`config.mk`:
```
export PLATFORM = sky130hd
export DESIGN_NAME = excarb_top
export DESIGN_NICKNAME = d
export VERILOG_FILES = /design/src/rtl/excarb_pkg.sv /design/src/rtl/excarb_datapath.sv /design/src/rtl/excarb_ctrl.sv /design/src/rtl/excarb_top.sv
export SDC_FILE = /design/constraint.sdc
export NUM_CORES = 1
export LEC_CHECK = 0
export ABC_CLOCK_PERIOD_IN_PS = 20800
export BUFFER_PORTS_ARGS = -buffer_cell sky130_fd_sc_hd__buf_2
export CAP_MARGIN = 20
export CORE_MARGIN = 1
export CORE_UTILIZATION = 58
export DETAILED_ROUTE_END_ITERATION = 10
export GPL_TIMING_DRIVEN = 0
export PLACE_DENSITY = 0.88
export SLEW_MARGIN = 20
export SYNTH_ARGS = -nofsm -noshare
export SYNTH_HDL_FRONTEND = slang
export SYNTH_HIERARCHICAL = 1
export SYNTH_SLANG_ARGS = --single-unit
```
`constraint.sdc`:
```
create_clock -name clk -period 20.8 [get_ports clk]
set_input_delay 1.04 -clock clk [delete_from_list [all_inputs] [get_ports clk]]
set_output_delay 1.04 -clock clk [all_outputs]
set_load 0.02 [all_outputs]
```
`src/rtl/excarb_pkg.sv`:
```
package excarb_pkg;
  localparam int EXC_W   = 5;
  localparam int NUM_EXC = 1 << EXC_W;
  localparam int RANK_W  = 3;
  localparam int LVL_W   = 2;

  typedef logic [EXC_W-1:0]  excNum_t;
  typedef logic [RANK_W-1:0] rank_t;
  typedef logic [LVL_W-1:0]  lvl_t;

  // Internal rank: 0..2 stand for the fixed priorities -3..-1,
  // 3..6 for configurable levels 0..3, 7 for "nothing running".
  localparam rank_t RANK_IDLE     = rank_t'(7);
  localparam rank_t RANK_CFG_BASE = rank_t'(3);

  localparam excNum_t EXC_FIXED_BASE = excNum_t'(1);
  localparam excNum_t EXC_SYS_A      = excNum_t'(14);
  localparam excNum_t EXC_SYS_B      = excNum_t'(15);
  localparam excNum_t EXC_IRQ_BASE   = excNum_t'(16);

  typedef struct packed {
    logic push;
    logic pop;
  } arbCtl_t;

  function automatic rank_t cfgRank(input lvl_t lvl);
    return RANK_CFG_BASE + rank_t'(lvl);
  endfunction
endpackage

```
`src/rtl/excarb_datapath.sv`:
```
module excarb_datapath
  import excarb_pkg::*;
#(
  parameter int NUM_IRQ    = 9,
  parameter int NEST_DEPTH = 4,
  parameter int DEPTH_W    = $clog2(NEST_DEPTH + 1)
) (
  input  logic               clk,
  input  logic               rstN,
  input  logic [NUM_IRQ-1:0] irqLine,
  input  logic [2:0]         fixedReq,
  input  logic [1:0]         sysReq,
  input  logic               regWe,
  input  logic [2:0]         regAddr,
  input  logic [31:0]        regWdata,
  output logic [31:0]        regRdata,
  input  arbCtl_t            ctl,
  output logic               bestValid,
  output rank_t              bestRank,
  output rank_t              runRank,
  output logic [DEPTH_W-1:0] depth,
  output logic               takeStb,
  output excNum_t            takeNum,
  output excNum_t            curNum
);
  localparam int IDX_W = (NEST_DEPTH > 1) ? $clog2(NEST_DEPTH) : 1;
  localparam logic [2:0] SYS_ADDR = 3'd4;

  lvl_t    irqLvl [NUM_IRQ];
  lvl_t    sysLvl [2];
  excNum_t stkNum [NEST_DEPTH];
  rank_t   stkRank[NEST_DEPTH];

  logic [NUM_EXC-1:0] reqVec;
  logic [NUM_EXC-1:0] activeMask;
  rank_t              rankArr[NUM_EXC];
  excNum_t            bestNum;
  logic [IDX_W-1:0]   topIdx;
  logic [IDX_W-1:0]   pushIdx;

  // Priority level storage; one generate branch per interrupt line.
  for (genvar k = 0; k < NUM_IRQ; k++) begin : g_irqLvl
    always_ff @(posedge clk or negedge rstN) begin
      if (!rstN) irqLvl[k] <= '0;
      else if (regWe && regAddr == 3'(k / 4))
        irqLvl[k] <= regWdata[8 * (k % 4) + 6 +: LVL_W];
    end
  end

  always_ff @(posedge clk or negedge rstN) begin
    if (!rstN) begin
      sysLvl[0] <= '0;
      sysLvl[1] <= '0;
    end else if (regWe && regAddr == SYS_ADDR) begin
      sysLvl[0] <= regWdata[23:22];
      sysLvl[1] <= regWdata[31:30];
    end
  end

  always_comb begin
    regRdata = '0;
    for (int k = 0; k < NUM_IRQ; k++)
      if (regAddr == 3'(k / 4)) regRdata[8 * (k % 4) + 6 +: LVL_W] = irqLvl[k];
    if (regAddr == SYS_ADDR) begin
      regRdata[23:22] = sysLvl[0];
      regRdata[31:30] = sysLvl[1];
    end
  end

  // Request and rank tables indexed by exception number.
  always_comb begin
    reqVec = '0;
    for (int e = 0; e < NUM_EXC; e++) rankArr[e] = RANK_IDLE;
    for (int f = 0; f < 3; f++) begin
      reqVec[int'(EXC_FIXED_BASE) + f]  = fixedReq[f];
      rankArr[int'(EXC_FIXED_BASE) + f] = rank_t'(f);
    end
    reqVec[EXC_SYS_A]  = sysReq[0];
    rankArr[EXC_SYS_A] = cfgRank(sysLvl[0]);
    reqVec[EXC_SYS_B]  = sysReq[1];
    rankArr[EXC_SYS_B] = cfgRank(sysLvl[1]);
    for (int k = 0; k < NUM_IRQ; k++) begin
      reqVec[int'(EXC_IRQ_BASE) + k]  = irqLine[k];
      rankArr[int'(EXC_IRQ_BASE) + k] = cfgRank(irqLvl[k]);
    end
  end

  always_comb begin
    activeMask = '0;
    for (int s = 0; s < NEST_DEPTH; s++)
      if (DEPTH_W'(s) < depth) activeMask[stkNum[s]] = 1'b1;
  end

  // Ascending scan with strict compare: lowest number wins a tie.
  always_comb begin
    bestValid = 1'b0;
    bestRank  = RANK_IDLE;
    bestNum   = '0;
    for (int e = 0; e < NUM_EXC; e++) begin
      if (reqVec[e] && !activeMask[e] && (!bestValid || rankArr[e] < bestRank)) begin
        bestValid = 1'b1;
        bestRank  = rankArr[e];
        bestNum   = excNum_t'(e);
      end
    end
  end

  assign topIdx  = IDX_W'(depth - DEPTH_W'(1));
  assign pushIdx = IDX_W'(depth);
  assign runRank = (depth == '0) ? RANK_IDLE : stkRank[topIdx];
  assign curNum  = (depth == '0) ? excNum_t'(0) : stkNum[topIdx];

  always_ff @(posedge clk or negedge rstN) begin
    if (!rstN) begin
      depth   <= '0;
      takeStb <= 1'b0;
      takeNum <= '0;
      for (int s = 0; s < NEST_DEPTH; s++) begin
        stkNum[s]  <= '0;
        stkRank[s] <= RANK_IDLE;
      end
    end else begin
      takeStb <= ctl.push;
      if (ctl.push) begin
        stkNum[pushIdx]  <= bestNum;
        stkRank[pushIdx] <= bestRank;
        depth            <= depth + DEPTH_W'(1);
        takeNum          <= bestNum;
      end else if (ctl.pop) begin
        depth <= depth - DEPTH_W'(1);
      end
    end
  end
endmodule

```
`src/rtl/excarb_ctrl.sv`:
```
module excarb_ctrl
  import excarb_pkg::*;
#(
  parameter int NEST_DEPTH = 4,
  parameter int DEPTH_W    = $clog2(NEST_DEPTH + 1)
) (
  input  logic               coreAccept,
  input  logic               excReturn,
  input  logic               bestValid,
  input  rank_t              bestRank,
  input  rank_t              runRank,
  input  logic [DEPTH_W-1:0] depth,
  output arbCtl_t            ctl
);
  localparam logic [DEPTH_W-1:0] DEPTH_MAX = DEPTH_W'(NEST_DEPTH);

  logic roomLeft;
  logic urgent;

  assign roomLeft = depth < DEPTH_MAX;
  assign urgent   = bestValid && (bestRank < runRank);

  // A return owns its cycle; taking waits for the restored level.
  always_comb begin
    ctl.pop  = excReturn && (depth != '0);
    ctl.push = !excReturn && coreAccept && roomLeft && urgent;
  end
endmodule

```
`src/rtl/excarb_top.sv`:
```
module excarb_top
  import excarb_pkg::*;
#(
  parameter int NUM_IRQ    = 9,
  parameter int NEST_DEPTH = 4
) (
  input  logic                              clk,
  input  logic                              rstN,
  input  logic [NUM_IRQ-1:0]                irqLine,
  input  logic [2:0]                        fixedReq,
  input  logic [1:0]                        sysReq,
  input  logic                              regWe,
  input  logic [2:0]                        regAddr,
  input  logic [31:0]                       regWdata,
  output logic [31:0]                       regRdata,
  input  logic                              coreAccept,
  input  logic                              excReturn,
  output logic                              takeStb,
  output logic [4:0]                        takeNum,
  output logic [4:0]                        curNum,
  output logic [$clog2(NEST_DEPTH+1)-1:0]   nestDepth
);
  localparam int DEPTH_W = $clog2(NEST_DEPTH + 1);

  arbCtl_t ctl;
  logic    bestValid;
  rank_t   bestRank;
  rank_t   runRank;

  excarb_datapath #(.NUM_IRQ(NUM_IRQ), .NEST_DEPTH(NEST_DEPTH), .DEPTH_W(DEPTH_W)) dp_i (
    .clk(clk), .rstN(rstN), .irqLine(irqLine), .fixedReq(fixedReq), .sysReq(sysReq),
    .regWe(regWe), .regAddr(regAddr), .regWdata(regWdata), .regRdata(regRdata),
    .ctl(ctl), .bestValid(bestValid), .bestRank(bestRank), .runRank(runRank),
    .depth(nestDepth), .takeStb(takeStb), .takeNum(takeNum), .curNum(curNum)
  );

  excarb_ctrl #(.NEST_DEPTH(NEST_DEPTH), .DEPTH_W(DEPTH_W)) ctrl_i (
    .coreAccept(coreAccept), .excReturn(excReturn), .bestValid(bestValid),
    .bestRank(bestRank), .runRank(runRank), .depth(nestDepth), .ctl(ctl)
  );
endmodule

```
==> run metrics <==
H-tree depth 3; worst setup path start dp_i/depth[1]; Max stage delay on crit path 0.48 ns; post-route ant nets 0; multiplexer area fraction after synthesis 11.0%; total track usage 31.8%; Synth area leaders dfrtp_1 (21%), ha_1 (8.1%), dfstp_2 (5.1%); Synth Cell Area 6150 um^2; # port buffers 51; Compound-Gate Fraction of Synth Area 24.0%; layout cell share with drive strength beyond 1 24.9%; Worst Hold Class flop to flop; Worst-Skew Late Latency 0.36 ns; Tcrit/Tclk final 94.4%; Congestion Overflow GR 0; Setup violations, final 0; Worst Setup End Kind flop; hold buffers post-CTS 0; nets 915; FFs w/ async S/R, synth 100%; Multi-input gate area 4200 um^2; count leader, synth nand2_1; skew final 0.0134 ns; crit path time final 19.64 ns; main combinational cell family by area after synthesis compound AO/OA/AOI/OAI gates; Worst-Margin Slew 0.874 ns; Netlist cell types 95; dominant synthesized flop cell dfrtp_1; WS Path Type flop to flop; Post-Synth Simple-Gate Area 21.8%; status finished clean; global-route wire length before repair 27.7 mm; GP Congestion 0.967; FP Rows 37; WHS Path Cells 1; synthesized flop and latch total 63; Adder-Cell Fraction of Synth Area 8.14%; Die Area 11000 um^2; final setup margin 1.16 ns; Num CTS Buffers 9; top cells by count, synth nand2_1 (84), inv_1 (58), dfrtp_1 (51); syn_area_per_cell 8.44 um^2; R2R Path Start dp_i/depth[1]; Setup crit start kind flop; FF-to-FF path depth 95; Starting DRT DRC Count 651; Synth Area in XOR/XNOR 0.285%; Final Core Density 68.4%; Post-Syn Instances 729; final-report max-slew violation count 0; vias in the first global route 5651; Required @ worst endpoint 21.04 ns; Area Growth Syn to Fin 14.8%; HPWL Detailed 12.9 mm; Slowest-stage cell, CP a2111oi_4; CORE AREA 10300 um^2; Sinks on Clock Net 63; Hold Startpoint dp_i/takeNum[1]; ant diodes 0; total of max-cap violations 0; via count 6020; post-synthesis sequential area ratio 25.9%; chip width 105 um; DRC 0; worst slack at placement -0.254 ns; Seq. cell area 1590 um^2; vias per inst 6.26; YS warnings 6; FMAX 0.0509 GHz; Pre-Repair DR Iteration Count 7; placed inst area 6670 um^2; largest net degree at the start of global routing 64; fillcell total 850; Post-synth EDFFs 0; worst rel slew slack 41.7%; clock-pin slew on the worst setup and hold paths 0.08 ns; Chip Height 105 um; Fin. Hold Viols 0; antenna violations before repair 0; Synth top area share 20.7%; routed wire length 17.4 mm; CP dominant cell by count ha_1; area leader, netlist dfrtp_1; WL/cell 18.1 um; num ports 100; Max Fanout on Critical Path 10; Clock Tree Buf Depth 2; Arr. time, crit path 19.88 ns; Initial Utilization 59.6%; final instance area 7060 um^2; CTS tree done; root buffer cell clkbuf_8
## layout make-up
class	instances	area share (%)
inverter	60	3.23
sequential	63	22.5
buffer	53	4.77
tap	136	2.41
timing repair buffer	58	4.40
clock inverter	7	1.35
multi-input combinational	576	59.6
clock buffer	9	1.75
## metal layers
metal / vias up / part of all wire [%] / GRT usage, % / wire [um]
met5: - / 0 / 0 / 0
met4: 0 / 4.0 / 15.3 / 702
met3: 67 / 6.9 / 5.12 / 1200
met2: 300 / 47 / 52.6 / 8230
met1: 2821 / 42 / 40.4 / 7310
li1: 2832 / - / - / -
## cell usage in the layout, fill, tap and decap left out, types with 24 or more instances in the layout
| cell type | instances |
|---|---|
| nand2_1 | 84 |
| inv_1 | 58 |
| buf_2 | 56 |
| dfrtp_1 | 51 |
| o21ai_0 | 46 |
| ha_1 | 40 |
| nor2_1 | 39 |
| buf_4 | 35 |
| a21oi_1 | 34 |
| conb_1 | 24 |
## through the flow
stage	hold WS, ns	cells	TNS, ns
floorplan	0.521	752	0
global placement	0.492	939	0
detailed placement	0.495	939	-2.92
CTS	0.515	955	0
global route	0.523	962	-3.77
finish	0.516	962	0
## registers in the layout, summed over array words and instances, names as in the netlist
register and flops:
dp_i/depth 3, dp_i/stkNum 20, dp_i/sysLvl 4, dp_i/irqLvl 18, dp_i/takeStb 1, dp_i/takeNum 5, dp_i/stkRank 12
## path summary, 6_finish.rpt
kind	to	slack, ns
worst max-delay path	dp_i/stkNum[2]	1.16
worst min-delay path	dp_i/takeNum[1]	0.52
worst max register to register	dp_i/stkNum[2]	1.16
worst min register to register	dp_i/takeNum[1]	0.52
max in group asynchronous	dp_i/stkNum[13]	19.49
min in group asynchronous	dp_i/sysLvl[2]	0.74
## critical path, delay by kind of cell (launching register included)
kind                     cells  cell delay, ns
AO/OA/AOI/OAI               41            8.40
adder cells (fa/ha/maj)     13            3.58
buffers and inverters       14            2.14
flip-flops                   1            0.43
multiplexers                 6            2.05
AND/OR/NAND/NOR             21            2.88
## cells by family after synthesis
| logic type | after synthesis |
|---|---|
| other | 1 |
| xor gates and xnor gates | 2 |
| buffers and inverters | 113 |
| muxes | 54 |
| adders and majority gates | 40 |
| and+or+nand+nor | 255 |
| DFF | 63 |
| AOI/OAI and AO/OA | 201 |
## what timing repair did
action                     4_1_cts  5_1_grt
buffers inserted                 0        7
pin swaps                        0        3
gates resized for setup          6       32
setup endpoints to repair       33       41
Power is left out: the tool's default activity adds up to more than one toggle a clock period on the data nets, which glitch-free logic cannot reach.
